[src/rtl/pt_pkg.sv]
package pt_pkg;
  typedef enum logic [1:0] {
    FLT_NONE   = 2'b00,
    FLT_ABSENT = 2'b01,
    FLT_PROT   = 2'b10
  } fault_e;

  typedef enum logic [1:0] {
    ST_IDLE  = 2'b00,
    ST_ISSUE = 2'b01,
    ST_WAIT  = 2'b10
  } state_e;

  localparam int BIT_PRESENT = 15;
  localparam int BIT_SUPER   = 14;
  localparam int BIT_READ    = 13;
  localparam int BIT_WRITE   = 12;
endpackage

[src/rtl/pt_fsm.sv]
module pt_fsm
  import pt_pkg::*;
(
  input  logic clk,
  input  logic rst_n,
  input  logic run,
  input  logic req_valid,
  input  logic mem_rvalid,
  output logic req_ready,
  output logic accept,
  output logic mem_req,
  output logic capture,
  output logic idle
);
  state_e st_q, st_d;

  always_comb begin
    req_ready = (st_q == ST_IDLE) && run;
    accept    = req_valid && req_ready;
    mem_req   = (st_q == ST_ISSUE);
    capture   = (st_q == ST_WAIT) && mem_rvalid;
    idle      = (st_q == ST_IDLE);
  end

  always_comb begin
    st_d = st_q;
    case (st_q)
      ST_IDLE:  if (accept) st_d = ST_ISSUE;
      ST_ISSUE: st_d = ST_WAIT;
      ST_WAIT:  if (mem_rvalid) st_d = ST_IDLE;
      default:  st_d = ST_IDLE;
    endcase
  end

  always_ff @(posedge clk or negedge rst_n) begin
    if (!rst_n) st_q <= ST_IDLE;
    else        st_q <= st_d;
  end
endmodule

[src/rtl/pt_base_reg.sv]
module pt_base_reg #(
  parameter int MA_W = 16
) (
  input  logic            clk,
  input  logic            rst_n,
  input  logic            ld_en,
  input  logic [MA_W-1:0] ld_val,
  output logic [MA_W-1:0] base
);
  logic [MA_W-1:0] base_d;

  always_comb base_d = ld_en ? ld_val : base;

  always_ff @(posedge clk or negedge rst_n) begin
    if (!rst_n) base <= '0;
    else        base <= base_d;
  end
endmodule

[src/rtl/pt_check.sv]
module pt_check
  import pt_pkg::*;
#(
  parameter int PTE_W = 16,
  parameter int PPN_W = 6,
  parameter int PG_W  = 8,
  localparam int PA_W = PPN_W + PG_W
) (
  input  logic [PTE_W-1:0] pte,
  input  logic [PG_W-1:0]  offset,
  input  logic             is_write,
  input  logic             is_user,
  output fault_e           fault,
  output logic [PA_W-1:0]  pa
);
  logic denied;

  always_comb begin
    denied = (is_user && pte[BIT_SUPER])
           || (is_write && !pte[BIT_WRITE])
           || (!is_write && !pte[BIT_READ]);
    if (!pte[BIT_PRESENT]) fault = FLT_ABSENT;
    else if (denied)       fault = FLT_PROT;
    else                   fault = FLT_NONE;
    pa = (fault == FLT_NONE) ? {pte[PPN_W-1:0], offset} : '0;
  end
endmodule

[src/rtl/pt_walker.sv]
module pt_walker
  import pt_pkg::*;
#(
  parameter int VA_W  = 16,
  parameter int PA_W  = 14,
  parameter int PG_W  = 8,
  parameter int PTE_W = 16,
  parameter int MA_W  = 16,
  localparam int VPN_W = VA_W - PG_W,
  localparam int PPN_W = PA_W - PG_W
) (
  input  logic             clk,
  input  logic             rst_n,
  input  logic             base_ld,
  input  logic [MA_W-1:0]  base_val,
  input  logic             req_valid,
  output logic             req_ready,
  input  logic [VA_W-1:0]  req_va,
  input  logic             req_write,
  input  logic             req_user,
  output logic             mem_req,
  output logic [MA_W-1:0]  mem_addr,
  input  logic             mem_rvalid,
  input  logic [PTE_W-1:0] mem_rdata,
  output logic             rsp_done,
  output logic [PA_W-1:0]  rsp_pa,
  output logic [1:0]       rsp_fault
);
  // reset: asserted asynchronously, released on the clock
  logic rs_meta, rs_sync;
  always_ff @(posedge clk or negedge rst_n) begin
    if (!rst_n) begin
      rs_meta <= 1'b0;
      rs_sync <= 1'b0;
    end else begin
      rs_meta <= 1'b1;
      rs_sync <= rs_meta;
    end
  end

  logic accept, capture, idle;
  logic [MA_W-1:0] base;

  pt_fsm u_fsm (
    .clk(clk), .rst_n(rs_sync), .run(rs_sync),
    .req_valid(req_valid), .mem_rvalid(mem_rvalid),
    .req_ready(req_ready), .accept(accept), .mem_req(mem_req),
    .capture(capture), .idle(idle)
  );

  pt_base_reg #(.MA_W(MA_W)) u_base (
    .clk(clk), .rst_n(rs_sync),
    .ld_en(base_ld && idle && rs_sync),
    .ld_val(base_val), .base(base)
  );

  // request capture
  logic [MA_W-1:0] addr_q, addr_d;
  logic [PG_W-1:0] off_q;
  logic            wr_q, usr_q;

  always_comb
    addr_d = base + {{(MA_W-VPN_W-1){1'b0}}, req_va[VA_W-1:PG_W], 1'b0};

  always_ff @(posedge clk or negedge rs_sync) begin
    if (!rs_sync) begin
      addr_q <= '0;
      off_q  <= '0;
      wr_q   <= 1'b0;
      usr_q  <= 1'b0;
    end else if (accept) begin
      addr_q <= addr_d;
      off_q  <= req_va[PG_W-1:0];
      wr_q   <= req_write;
      usr_q  <= req_user;
    end
  end

  assign mem_addr = addr_q;

  // entry check
  fault_e          chk_fault;
  logic [PA_W-1:0] chk_pa;

  pt_check #(.PTE_W(PTE_W), .PPN_W(PPN_W), .PG_W(PG_W)) u_check (
    .pte(mem_rdata), .offset(off_q), .is_write(wr_q), .is_user(usr_q),
    .fault(chk_fault), .pa(chk_pa)
  );

  // result registers
  logic            done_q;
  logic [PA_W-1:0] pa_q;
  fault_e          fault_q;

  always_ff @(posedge clk or negedge rs_sync) begin
    if (!rs_sync) done_q <= 1'b0;
    else          done_q <= capture;
  end

  always_ff @(posedge clk or negedge rs_sync) begin
    if (!rs_sync) begin
      pa_q    <= '0;
      fault_q <= FLT_NONE;
    end else if (capture) begin
      pa_q    <= chk_pa;
      fault_q <= chk_fault;
    end
  end

  assign rsp_done  = done_q;
  assign rsp_pa    = pa_q;
  assign rsp_fault = fault_q;
endmodule

[config.mk]
export PLATFORM = sky130hd
export DESIGN_NAME = pt_walker
export DESIGN_NICKNAME = d
export VERILOG_FILES = /design/src/rtl/pt_pkg.sv /design/src/rtl/pt_fsm.sv /design/src/rtl/pt_base_reg.sv /design/src/rtl/pt_check.sv /design/src/rtl/pt_walker.sv
export SDC_FILE = /design/constraint.sdc
export NUM_CORES = 1
export LEC_CHECK = 0
export BUFFER_PORTS_ARGS = -buffer_cell sky130_fd_sc_hd__buf_2
export CAP_MARGIN = 0
export CORE_MARGIN = 3
export CORE_UTILIZATION = 40
export CTS_CLUSTER_DIAMETER = 60
export DETAILED_ROUTE_END_ITERATION = 8
export PLACE_DENSITY_LB_ADDON = 0.12
export SLEW_MARGIN = 10
export SYNTH_ARGS = -nofsm -noshare
export SYNTH_HDL_FRONTEND = slang
export SYNTH_HIERARCHICAL = 1
export SYNTH_SLANG_ARGS = --single-unit
[constraint.sdc]
create_clock -name clk -period 2.32 [get_ports clk]
set_input_delay 0.232 -clock clk [delete_from_list [all_inputs] [get_ports clk]]
set_output_delay 0.232 -clock clk [all_outputs]
set_load 0.03 [all_outputs]
==> results.yml <==
die:
  dieArea_mm2: 0.00882
  die_x_um: 93.9
  core_area_mm2: 0.00737
  die_height_um: 93.9
  num_io_pins: 90
  rows: 31
  start_util_pct: 41.9
grt:
  grt_pass1_wl_um: 10300
  grt_pass1_vias: 2201
  antenna_found_initial: 0
  grt_usage_pct: 15.0
  grt.overflow.total: 0
  grt_max_degree: 62
logic_synthesis:
  synth_top_area_share_pct: 51.0
  yosysTopAreaCell: "dfrtp_1"
  ys.flop_type: "dfrtp_1"
  ys_top_cells_by_area: "dfrtp_1 51%, mux2_2 15%, mux2_4 4.9%"
  synth_cells: 246
  syn-cell-area_mm2: 0.00309
  ys.warnings.count: 6
  synth_commonest_cells: "63 x dfrtp_1, 40 x mux2_2, 22 x nand2_1, 10 x mux2_4, 10 x nor2_1"
  synth_cell_types: 46
  async_flop_share_pct: 100
  ys_seq_area_share_pct: 51.0
  ys_ff_latch: 63
  synth-edff-count: 0
  synth_nets: 310
  yosysMostFrequentCell: "dfrtp_1"
  avgSynthCellArea_um2: 12.6
setup_path:
  reg2reg_to: "mem_addr[9]$_DFFE_PN0P_"
  worstPathRequired_ns: 2.54
  r2r-start: "u_base/base[1]$_DFFE_PN0P_"
  crit_start: "u_base/base[1]$_DFFE_PN0P_"
  reg2reg_depth: 7
  rrSetupSlack_ns: 0.20
  crit_fanout: 7
  cp-endpoint: "mem_addr[9]$_DFFE_PN0P_"
  crit_path_end_kind: "flop"
  crit_type: "flop to flop"
  cp_data_arrival_time_ns: 2.33
  worst_setup_path_start_kind: "flop"
final_layout:
  drive_gt1_share_pct: 51.5
  layout.nets: 397
  syn_to_final_growth_pct: 23.3
  fin_area_mm2: 0.00381
  fill_cells: 673
  n_antenna_cell: 0
timing:
  fin_ws_ns: 0.203
  setup_viol: 0
  finalCritPeriodShare_pct: 91.3
  slew_headroom_pct: 45.5
  tightestPinTransition_ns: 0.817
  finalMaxSlewViolations: 0
  fmax_ghz: 0.472
  period_needed_ns: 2.12
  rsz0062_at_grt: "false"
  fin_skew_ns: 0.00982
  hold_viol: 0
  timing.hold.ws_ns: 0.127
  finalSetupTns_ns: 0
power:
  p_switching_mw: 1.53
  comb_power_share_pct: 37.4
  powerDensity_mw_per_mm2: 1070
  report.power.total_mw: 4.10
  p_sw_share_pct: 37.4
  p_clk_share_pct: 22.9
  ir_drop_mv: 0.475
  p_leak_nw: 1.81
  p_seq_share_pct: 39.7
  p_int_mw: 2.56
route:
  wl_um: 6040
  via_count: 2119
  first_pass_iters: 4
  drt_iter0_markers: 49
  vias_per_cell: 4.85
  wl_per_cell_um: 13.8
  antenna_left: 0
  drc: 0
job:
  maxCapViolations: 0
placement:
  postPlaceCellArea_mm2: 0.00360
  place.gp.congestion: 0.715
  io_buffers: 83
  dpl.hpwl_um: 4340
  place_ws_ns: 0.138
clock_network:
  cts.reportedPaths.clkPinSlew_ns: 0.07
  cts_tree: "yes"
  clockRootBuffer: "clkbuf_8"
  cts_buffer_depth: 2
  htreeDepth: 3
  cts_buffers: 9
  cts_sinks: 63
  clock_latency_ns: 0.33
status:
  status: "finished, final reports clean"
hold_path:
  hp-class: "primary input to flop"
  hold_start: "base_val[11]"
## flip-flops by register name (all words and copies together), names as in the netlist
name and count:
mem_addr 16, u_base/base 16, rsp_pa 14, off_q 8
rsp_fault 2, u_fsm/st_q 2, rs_meta 1, rs_sync 1
rsp_done 1, usr_q 1, wr_q 1
## power by group through the flow
stage	logic, mW	registers (mW)	clock network (mW)
final	1.53	1.63	0.938
after global routing	1.68	1.68	1.01
after CTS	1.55	1.63	0.969
after detailed placement	1.55	1.65	0
after global placement	1.53	1.65	0
after floorplan	0.754	2.04	0
## cells in the final DEF (no fill, tap or decap), types with 2 or more instances in the layout
cell,n
xnor2_1,6
mux2_4,10
o21ai_0,3
and2_1,3
dfrtp_1,62
a31oi_1,3
clkbuf_8,9
clkinv_2,2
nand2_1,22
nor2b_1,3
o221ai_1,4
a2111o_1,3
buf_4,4
mux2_2,40
inv_1,9
nor3_1,4
buf_2,83
nor3_2,9
or3_1,3
nor2_1,10
nand3_1,2
clkinvlp_4,2
a21oi_1,8
ha_1,8
## cell families after synthesis
| family | count (synthesis) | synth area share [%] |
|---|---|---|
| AO/OA/AOI/OAI | 30 | 7.25 |
| XOR/XNOR | 6 | 1.70 |
| adder cells (fa/ha/maj) | 9 | 3.89 |
| buffers and inverters | 22 | 3.93 |
| flip-flops | 63 | 51.0 |
| multiplexers | 51 | 20.2 |
| other | 1 | 0.121 |
| AND/OR/NAND/NOR | 64 | 11.9 |
## stage by stage
| stage | std cells | util (%) |
|---|---|---|
| after global placement | 420 | 48.9 |
| final | 437 | 51.7 |
| after CTS | 437 | 51.7 |
| after detailed placement | 420 | 48.9 |
| after global routing | 437 | 51.7 |
| after floorplan | 246 | - |
## layer usage
layer	track usage (%)	vias to the layer above	part of all wire, %
li1	-	1049	-
met1	20.0	1015	47
met2	23.2	47	46
met3	3.53	8	5.7
met4	6.50	0	1.5
met5	0	-	0
## how the worst min path moves through the flow
stage,cells past startpoint,slack (ns),to
4_1_cts,2,0.11,u_base/base[9]$_DFFE_PN0P_
3_3_place_gp,1,0.02,rs_meta$_DFF_PN0_
3_5_place_dp,1,0.02,rs_meta$_DFF_PN0_
2_1_floorplan,0,-0.06,rs_meta$_DFF_PN0_
5_1_grt,2,0.12,u_base/base[9]$_DFFE_PN0P_
6_report,2,0.13,u_base/base[11]$_DFFE_PN0P_
## area by class of cell
type / instances / area, µm² / area share, %
sequential: 63 / 1580 / 41.5
multi-input combinational: 161 / 1400 / 36.8
timing repair buffer: 89 / 475 / 12.5
clock buffer: 9 / 124 / 3.25
tap: 99 / 124 / 3.25
clock inverter: 7 / 72.6 / 1.90
inverter: 9 / 33.8 / 0.886
## timing repair
| action | 4_1_cts | 5_1_grt |
|---|---|---|
| buffers inserted | 0 | 0 |
| endpoints found under the setup margin | 0 | 1 |
| endpoints found under the hold margin | 2 | 0 |
| hold buffers | 1 | 0 |
| gates resized for setup | 0 | 1 |
## critical path, cell delays in order (launching register included)
cell	delay, ns
dfrtp_1	0.38
ha_1	0.21
fa_2	0.35
a21o_1	0.21
a221oi_2	0.27
o21a_2	0.25
xnor2_1	0.07
mux2_2	0.26
No activity file was read; power rests on OpenSTA's default activity.
